$ cat src/rtl/lagacc_pkg.sv
package lagacc_pkg;
   // Bus address map (behavioural: the bench and host rely on these)
   localparam int unsigned STAGE_ADDR_LAST = 3;
   localparam int unsigned TRIG_ADDR       = 4;
   localparam int unsigned STAT_ADDR       = 5;

   typedef enum logic [1:0] {
      ACT_HOLD  = 2'd0,
      ACT_ACCUM = 2'd1,
      ACT_LOAD  = 2'd2
   } acc_action_e;
endpackage

$ cat src/rtl/lagacc_stage_regs.sv
module lagacc_stage_regs #(
   parameter int unsigned BYTE_W = 8,
   parameter int unsigned NBYTES = 4,
   parameter int unsigned ADDR_W = 4,
   localparam int unsigned WORD_W = BYTE_W * NBYTES
) (
   input  logic              clk,
   input  logic              rst_n,
   input  logic              wr,
   input  logic [ADDR_W-1:0] addr,
   input  logic [BYTE_W-1:0] wdata,
   output logic [WORD_W-1:0] word
);
   genvar b;
   generate
      for (b = 0; b < NBYTES; b++) begin : g_byte
         logic [BYTE_W-1:0] r_q;
         always_ff @(posedge clk) begin
            if (!rst_n)
               r_q <= '0;
            else if (wr && (addr == ADDR_W'(b)))
               r_q <= wdata;
         end
         assign word[b*BYTE_W +: BYTE_W] = r_q;
      end
   endgenerate
endmodule

$ cat src/rtl/lagacc_load_ctrl.sv
module lagacc_load_ctrl (
   input  logic clk,
   input  logic rst_n,
   input  logic trig_wr,
   input  logic cyc_start,
   output logic pend,
   output logic done,
   output logic load_now
);
   assign load_now = pend & cyc_start;

   always_ff @(posedge clk) begin
      if (!rst_n) begin
         pend <= 1'b0;
         done <= 1'b0;
      end else begin
         if (trig_wr)
            pend <= 1'b1;
         else if (load_now)
            pend <= 1'b0;

         if (trig_wr)
            done <= 1'b0;
         else if (load_now)
            done <= 1'b1;
      end
   end
endmodule

$ cat src/rtl/lagacc_accum.sv
module lagacc_accum
   import lagacc_pkg::*;
#(
   parameter int unsigned ACC_W  = 40,
   parameter int unsigned LOAD_W = 32,
   parameter int unsigned ERR_W  = 24,
   localparam int unsigned LOW_W = ACC_W - LOAD_W
) (
   input  logic              clk,
   input  logic              rst_n,
   input  logic              cyc_start,
   input  logic              load_now,
   input  logic [LOAD_W-1:0] load_val,
   input  logic [ERR_W-1:0]  err_in,
   output logic [ACC_W-1:0]  acc_q
);
   logic [ACC_W-1:0] err_ext;
   acc_action_e      act;

   generate
      if (ERR_W < ACC_W) begin : g_sext
         assign err_ext = {{(ACC_W-ERR_W){err_in[ERR_W-1]}}, err_in};
      end else begin : g_full
         assign err_ext = err_in[ACC_W-1:0];
      end
   endgenerate

   always_comb begin
      if (load_now)
         act = ACT_LOAD;
      else if (cyc_start)
         act = ACT_ACCUM;
      else
         act = ACT_HOLD;
   end

   always_ff @(posedge clk) begin
      if (!rst_n)
         acc_q <= '0;
      else begin
         case (act)
            ACT_LOAD:  acc_q <= {load_val, {LOW_W{1'b0}}};
            ACT_ACCUM: acc_q <= acc_q + err_ext;
            default:   acc_q <= acc_q;
         endcase
      end
   end
endmodule

$ cat src/rtl/lagacc_init_top.sv
module lagacc_init_top
   import lagacc_pkg::*;
#(
   parameter int unsigned ACC_W  = 40,
   parameter int unsigned BYTE_W = 8,
   parameter int unsigned NBYTES = 4,
   parameter int unsigned ERR_W  = 24,
   parameter int unsigned ADDR_W = 4,
   localparam int unsigned LOAD_W = BYTE_W * NBYTES
) (
   input  logic              clk,
   input  logic              rst_n,
   input  logic              bus_wr,
   input  logic [ADDR_W-1:0] bus_addr,
   input  logic [BYTE_W-1:0] bus_wdata,
   input  logic [ADDR_W-1:0] bus_rdaddr,
   output logic [BYTE_W-1:0] bus_rdata,
   input  logic              cyc_start,
   input  logic [ERR_W-1:0]  err_in,
   output logic [ACC_W-1:0]  acc_out
);
   generate
      if (LOAD_W >= ACC_W) begin : g_bad_load
         $error("staging word must be narrower than the accumulator");
      end
      if (ERR_W > ACC_W) begin : g_bad_err
         $error("error input wider than accumulator");
      end
      if ((1 << ADDR_W) <= STAT_ADDR || NBYTES != STAGE_ADDR_LAST + 1) begin : g_bad_map
         $error("address map does not fit the parameters");
      end
   endgenerate

   logic              trig_wr;
   logic              load_pend;
   logic              done_flag;
   logic              load_now;
   logic [LOAD_W-1:0] stage_word;

   assign trig_wr = bus_wr && (bus_addr == ADDR_W'(TRIG_ADDR));

   lagacc_stage_regs #(
      .BYTE_W(BYTE_W), .NBYTES(NBYTES), .ADDR_W(ADDR_W)
   ) u_stage (
      .clk(clk), .rst_n(rst_n), .wr(bus_wr), .addr(bus_addr),
      .wdata(bus_wdata), .word(stage_word)
   );

   lagacc_load_ctrl u_ctrl (
      .clk(clk), .rst_n(rst_n), .trig_wr(trig_wr), .cyc_start(cyc_start),
      .pend(load_pend), .done(done_flag), .load_now(load_now)
   );

   lagacc_accum #(
      .ACC_W(ACC_W), .LOAD_W(LOAD_W), .ERR_W(ERR_W)
   ) u_acc (
      .clk(clk), .rst_n(rst_n), .cyc_start(cyc_start), .load_now(load_now),
      .load_val(stage_word), .err_in(err_in), .acc_q(acc_out)
   );

   always_comb begin
      bus_rdata = '0;
      for (int i = 0; i < NBYTES; i++) begin
         if (bus_rdaddr == ADDR_W'(i))
            bus_rdata = stage_word[i*BYTE_W +: BYTE_W];
      end
      if (bus_rdaddr == ADDR_W'(STAT_ADDR))
         bus_rdata = {{(BYTE_W-1){1'b0}}, done_flag};
   end
endmodule

$ cat config.mk
export PLATFORM = sky130hd
export DESIGN_NAME = lagacc_init_top
export DESIGN_NICKNAME = d
export VERILOG_FILES = /design/src/rtl/lagacc_pkg.sv /design/src/rtl/lagacc_stage_regs.sv /design/src/rtl/lagacc_load_ctrl.sv /design/src/rtl/lagacc_accum.sv /design/src/rtl/lagacc_init_top.sv
export SDC_FILE = /design/constraint.sdc
export NUM_CORES = 1
export LEC_CHECK = 0
export BUFFER_PORTS_ARGS = -buffer_cell sky130_fd_sc_hd__buf_4
export CORE_ASPECT_RATIO = 1.1
export CORE_UTILIZATION = 55
export DETAILED_ROUTE_END_ITERATION = 8
export GPL_ROUTABILITY_DRIVEN = 0
export PLACE_DENSITY_LB_ADDON = 0.08
export SLEW_MARGIN = 5
export SYNTH_ARGS = -nofsm -noshare
export SYNTH_HDL_FRONTEND = slang
export SYNTH_SLANG_ARGS = --single-unit
$ cat constraint.sdc
create_clock -name clk -period 3.05 [get_ports clk]
set_input_delay 0 -clock clk [delete_from_list [all_inputs] [get_ports clk]]
set_output_delay 0 -clock clk [all_outputs]
set_load 0.01 [all_outputs]
==> results of run 1 <==
[state kept, by name, summed over array words and instances, names as in the netlist]
| signal | count |
|---|---|
| u_ctrl.done | 1 |
| u_ctrl.pend | 1 |
| u_acc.acc_q | 40 |
| u_stage.g_byte.r_q | 32 |
[stage by stage]
stage / std cells / setup slack, ns / hold WS, ns
floorplan: 646 / 0.397 / 0.0475
global placement: 830 / 0.204 / 0.242
detailed placement: 830 / 0.149 / 0.244
CTS: 855 / 0.122 / 0.0488
global route: 855 / 0.0174 / 0.104
finish: 855 / 0.161 / 0.0515
[worst max-delay path, stage by stage, from the launching register on]
cell	delay (ns)
dfxtp_1	0.34
ha_1	0.40
and3_2	0.29
nand4_4	0.13
a2111oi_4	0.36
o311ai_1	0.17
o221ai_2	0.25
a31oi_2	0.17
o41ai_4	0.32
nor2_1	0.09
a221o_1	0.26
[worst paths after layout]
| kind | from | endpoint | slack, ns | depth (start not counted) |
|---|---|---|---|---|
| min | bus_addr[2] | u_ctrl.done | 0.05 | 3 |
| max reg2reg | u_acc.acc_q[16] | u_acc.acc_q[39] | 0.16 | 10 |
| min reg2reg | u_acc.acc_q[3] | u_acc.acc_q[3] | 0.51 | 2 |
| max | u_acc.acc_q[16] | u_acc.acc_q[39] | 0.16 | 10 |
[cells in the mapped netlist, types with 5 or more instances]
| cell type | number |
|---|---|
| dfxtp_1 | 74 |
| a21boi_0 | 6 |
| and3_1 | 9 |
| o21ai_1 | 8 |
| o21a_1 | 7 |
| nand3b_1 | 7 |
| a31oi_1 | 8 |
| nand2_1 | 56 |
| o211a_1 | 15 |
| clkbuf_1 | 27 |
| nand2b_1 | 8 |
| nor3_1 | 11 |
| a21o_1 | 19 |
| mux2i_1 | 39 |
| nand4_1 | 6 |
| and2_1 | 10 |
| o21ai_0 | 24 |
| a21oi_1 | 52 |
| xor2_1 | 12 |
| mux4_2 | 7 |
| xnor2_1 | 20 |
| o21bai_1 | 5 |
| o22ai_1 | 7 |
| inv_1 | 19 |
| nor2_1 | 18 |
| o211ai_1 | 22 |
| nor2b_1 | 43 |
| nand3_1 | 12 |
| ha_1 | 39 |
[report_power, final]
group	leakage (nW)	internal (mW)	switching, mW	total (mW)
registers	0.607	1.04	0.0718	1.11
clock network	0.113	0.486	0.410	0.896
logic	2.30	0.572	0.666	1.24
[repair_timing]
item	in CTS	in global routing
resized for setup	0	3
endpoints found under the hold margin	33	0
setup buffers	0	0
hold buffers	10	0
setup endpoints to repair	0	3
[kinds of logic after synthesis]
| group | synth area share |
|---|---|
| AOI/OAI and AO/OA | 0.266 |
| xor gates and xnor gates | 0.0508 |
| adders and majority gates | 0.0920 |
| buffers and inverters | 0.0379 |
| DFF | 0.268 |
| muxes | 0.101 |
| and+or+nand+nor | 0.184 |
[cell type report]
cell class | count | share of cell area
flip-flops and latches | 74 | 0.224
well taps | 117 | 0.0221
repair buffers | 111 | 0.130
multi-input cells | 519 | 0.580
clock inverters | 5 | 0.0130
clock buffers | 10 | 0.0208
inverters | 19 | 0.0108
[metal layers]
layer | GRT usage | wire, µm
met3 | 0.0352 | 944
met2 | 0.523 | 7750
met4 | 0.134 | 498
met1 | 0.371 | 6520
met5 | 0 | 0
==> results.toml, run 1 <==
[logic_synthesis]
yosysUniqueCellTypes = 63
synth_nets = 730
synth_top_area_frac = 0.268
ys_seq_area_frac = 0.268
async_flop_share = 0
synth_edf_count = 0
ys_top_cells_by_area = "dfxtp_1 (27%), ha_1 (8.8%), mux2i_1 (7.1%), nor2b_1 (4.9%), a21oi_1 (4.7%)"
ys_ff_latch = 74
synthCells = 646
synth.avg_cell_area_um2 = 8.55
ys_warn_count = 0
synth_area_mm2 = 0.00552
synth_ff_type = "dfxtp_1"
synth_area_leader_cell = "dfxtp_1"

[detailed_routing]
vias_per_cell = 6.27
drc = 0
via_count = 5363
routedWlPerCell_um = 18.4
dr.pass1.iters = 5
ant_nets = 0
routed_wl_mm = 15.7
drtIter0Drc = 367

[setup_path]
arrival_ns = 3.14
cp-end-kind = "flop"
crit_type = "reg -> reg"
crit_required_ns = 3.30
crit_fanout = 7
start_kind = "flop"

[clock_network]
root_buffer = "clkbuf_8"
cts.sinks = 74
cts_tree = "built"
htree_levels = 3
clock_path_buffers = 2
path_clk_slew_ns = 0.09
insertion_delay_ns = 0.37
cts_buffers = 9

[power]
finalPower_mw = 3.25
ir_drop_mv = 0.293
cellPowerDensity_mw_per_mm2 = 491
p_leak_nw = 3.02

[global_routing]
overflow = 0
grt_pass1_wl_mm = 25.0
track_usage = 0.300
grt_start_max_net_pins = 78
grt_antenna_before_repair = 0
grt_pass1_vias = 5123

[sta]
fmax_mhz = 346
finalSetupViolations = 0
finalHoldViolCount = 0
timing.setup.tns_ns = 0
finalCriticalPeriod_ns = 2.89
skew_ns = 0.0139
slew_viol_final = 0
relSlewSlack = 0.494
max_slew.worst_pin.slew_ns = 0.759
rsz0062_at_grt = "no"
post-route-period-util = 0.947

[cells_and_area]
final_core_util = 0.694
layout_common_cells = "buf_4 (101), dfxtp_1 (73), nand2_1 (56), a21oi_1 (51), nor2b_1 (43)"
antennaDiodeCount = 0
multi_input_area_mm2 = 0.00384
synthToLayoutAreaGrowth_pct = 19.9
regArea_mm2 = 0.00148
layout_commonest_cell = "buf_4"
drive_above_1_share = 0.186
fin_area_mm2 = 0.00662
nFillCells = 806
final_nets = 818

[job]
maxCapViolCount = 0

[placed_design]
dp_hpwl_mm = 11.6
place_area_mm2 = 0.00629
io_buffers = 91

[die]
die_h_um = 107
ios = 92
rows = 37
core_area_mm2 = 0.00954
fp.dieW_um = 97.5
start_util = 0.579
dieArea_mm2 = 0.0104

[min_path]
hp-class = "in -> reg"

[outcome]
status = "completed"
Power figures use the tool's default switching activity.
==> inputs of run 2 (changes only) <==
- CORE_ASPECT_RATIO: 1.1 -> default
==> run 2 against run 1 <==
Against the previous run:
- cell area up 0.60%
- power is 2.3% lower
- highest routed layer unchanged
- sequential share of layout area down 0.13 points
- critical path type unchanged
- via count fell by 1.8%
- critical endpoint is now u_acc.acc_q[38]
==> results.toml, run 2 (synthesized netlist as in run 1, its figures left out) <==
[outcome]
status = "completed"

[setup_path]
crit_path_max_incr_delay_ns = 0.49
r2r_cells = 10
arrival_ns = 3.15
start_kind = "flop"
crit_fanout = 6
cp_common_cell = "o21ai_1"
crit_required_ns = 3.31
worstPathCellList = "ha_1 -> buf_4 -> a21oi_1 -> o21ai_1 -> a2111oi_0 -> nor2_1 -> a21o_1 -> o21ai_0 -> o21ai_1 -> o211a_1"
critical-path-top-delay-family = "compound AO/OA/AOI/OAI gates"
slowest_stage = "a2111oi_0"
crit_type = "reg -> reg"
path_buf_inv = 1
cp-end-kind = "flop"
worst_r2r_startpoint = "u_acc.acc_q[15]"
crit_cells = 10
startpoint = "u_acc.acc_q[15]"

[cells_and_area]
reg_top3 = "u_acc.acc_q x40, u_stage.g_byte.r_q x32"
largest_reg_flops = 40
final_core_util = 0.684
layout_commonest_cell = "buf_4"
fin_area_mm2 = 0.00666
drive_above_1_share = 0.191
synthToLayoutAreaGrowth_pct = 20.6
antennaDiodeCount = 0
regMostFlops = "u_acc.acc_q"
layout_common_cells = "buf_4 (106), dfxtp_1 (73), nand2_1 (56), a21oi_1 (52), nor2b_1 (43)"
final_nets = 823

[clock_network]
htree_levels = 3
cts_buffers = 9
clock_path_buffers = 2
root_buffer = "clkbuf_8"
cts_setup_buffers = 0
insertion_delay_ns = 0.36
cts.sinks = 74
path_clk_slew_ns = 0.09
cts_tree = "built"

[sta]
rsz0062_at_grt = "yes"
finalSetupViolations = 0
timing.setup.tns_ns = 0
finalHoldViolCount = 0
slew_viol_final = 0
skew_ns = 0.0102
relSlewSlack = 0.514
max_slew.worst_pin.slew_ns = 0.730
fmax_mhz = 346
post-route-period-util = 0.947
finalCriticalPeriod_ns = 2.89
final.setup.worst_slack_ns = 0.161

[global_routing]
grt_pass1_vias = 4912
grt_antenna_before_repair = 0
grt_pass1_wl_mm = 24.2
track_usage = 0.301
overflow = 0
grt_start_max_net_pins = 78

[die]
rows = 36
start_util = 0.567
ios = 92
dieArea_mm2 = 0.0104
die_h_um = 102
fp.dieW_um = 102
core_area_mm2 = 0.00973

[detailed_routing]
vias_per_cell = 6.01
drtIter0Drc = 367
ant_nets = 0
routedWlPerCell_um = 17.5
routed_wl_mm = 15.4
via_count = 5268
dr.pass1.iters = 5
drc = 0

[power]
ir_drop_mv = 0.257
p_leak_nw = 3.03
cellPowerDensity_mw_per_mm2 = 477

[min_path]
hold_start = "bus_addr[2]"
hold_path_depth = 3
hp-class = "in -> reg"

[placed_design]
place_area_mm2 = 0.00635
dp_hpwl_mm = 11.4
pre_cts_ws_ns = 0.180
io_buffers = 91

[job]
maxCapViolCount = 0
-- run 2: worst paths after layout --
path / end / slack [ns]
max: u_acc.acc_q[38] / 0.16
min: u_ctrl.done / 0.04
max reg2reg: u_acc.acc_q[38] / 0.16
min reg2reg: u_acc.acc_q[0] / 0.51
-- run 2: tightest hold or removal path, delay by kind of cell --
| family | cells | cell delay (ns) |
|---|---|---|
| AND/OR/NAND/NOR | 2 | 0.26 |
| buffers and inverters | 1 | 0.11 |
-- run 2: layout make-up --
cell class | count | area (µm²)
inverters | 19 | 71.3
well taps | 133 | 166
clock buffers | 11 | 141
multi-input cells | 519 | 3840
clock inverters | 5 | 62.6
flip-flops and latches | 74 | 1480
fillers | 845 | 3070
repair buffers | 116 | 896
-- run 2: what timing repair did --
item / in CTS / in global routing
endpoints found under the setup margin: 0 / 2
endpoints found under the hold margin: 33 / 0
resized for setup: 0 / 3
hold buffers: 10 / 0
-- run 2: layer usage --
metal / vias up / share of wire / track usage
met3: 33 / 0.052 / 0.0349
met5: - / 0 / 0
met1: 2482 / 0.45 / 0.385
met2: 167 / 0.47 / 0.511
li1: 2586 / - / -
met4: 0 / 0.030 / 0.131
-- run 2: per-stage QoR --
stage	hold slack, ns	power [mW]	cells
2_1_floorplan	0.0475	1.97	646
3_3_place_gp	0.242	2.33	851
3_5_place_dp	0.246	2.35	851
4_1_cts	0.0448	3.16	877
5_1_grt	0.0936	3.34	877
6_report	0.0422	3.17	877
-- run 2: power by group --
group | internal [mW] | total, mW | switching, mW
clock network | 0.405 | 0.814 | 0.409
registers | 1.04 | 1.11 | 0.0711
logic | 0.583 | 1.25 | 0.664
total | 2.03 | 3.17 | 1.14
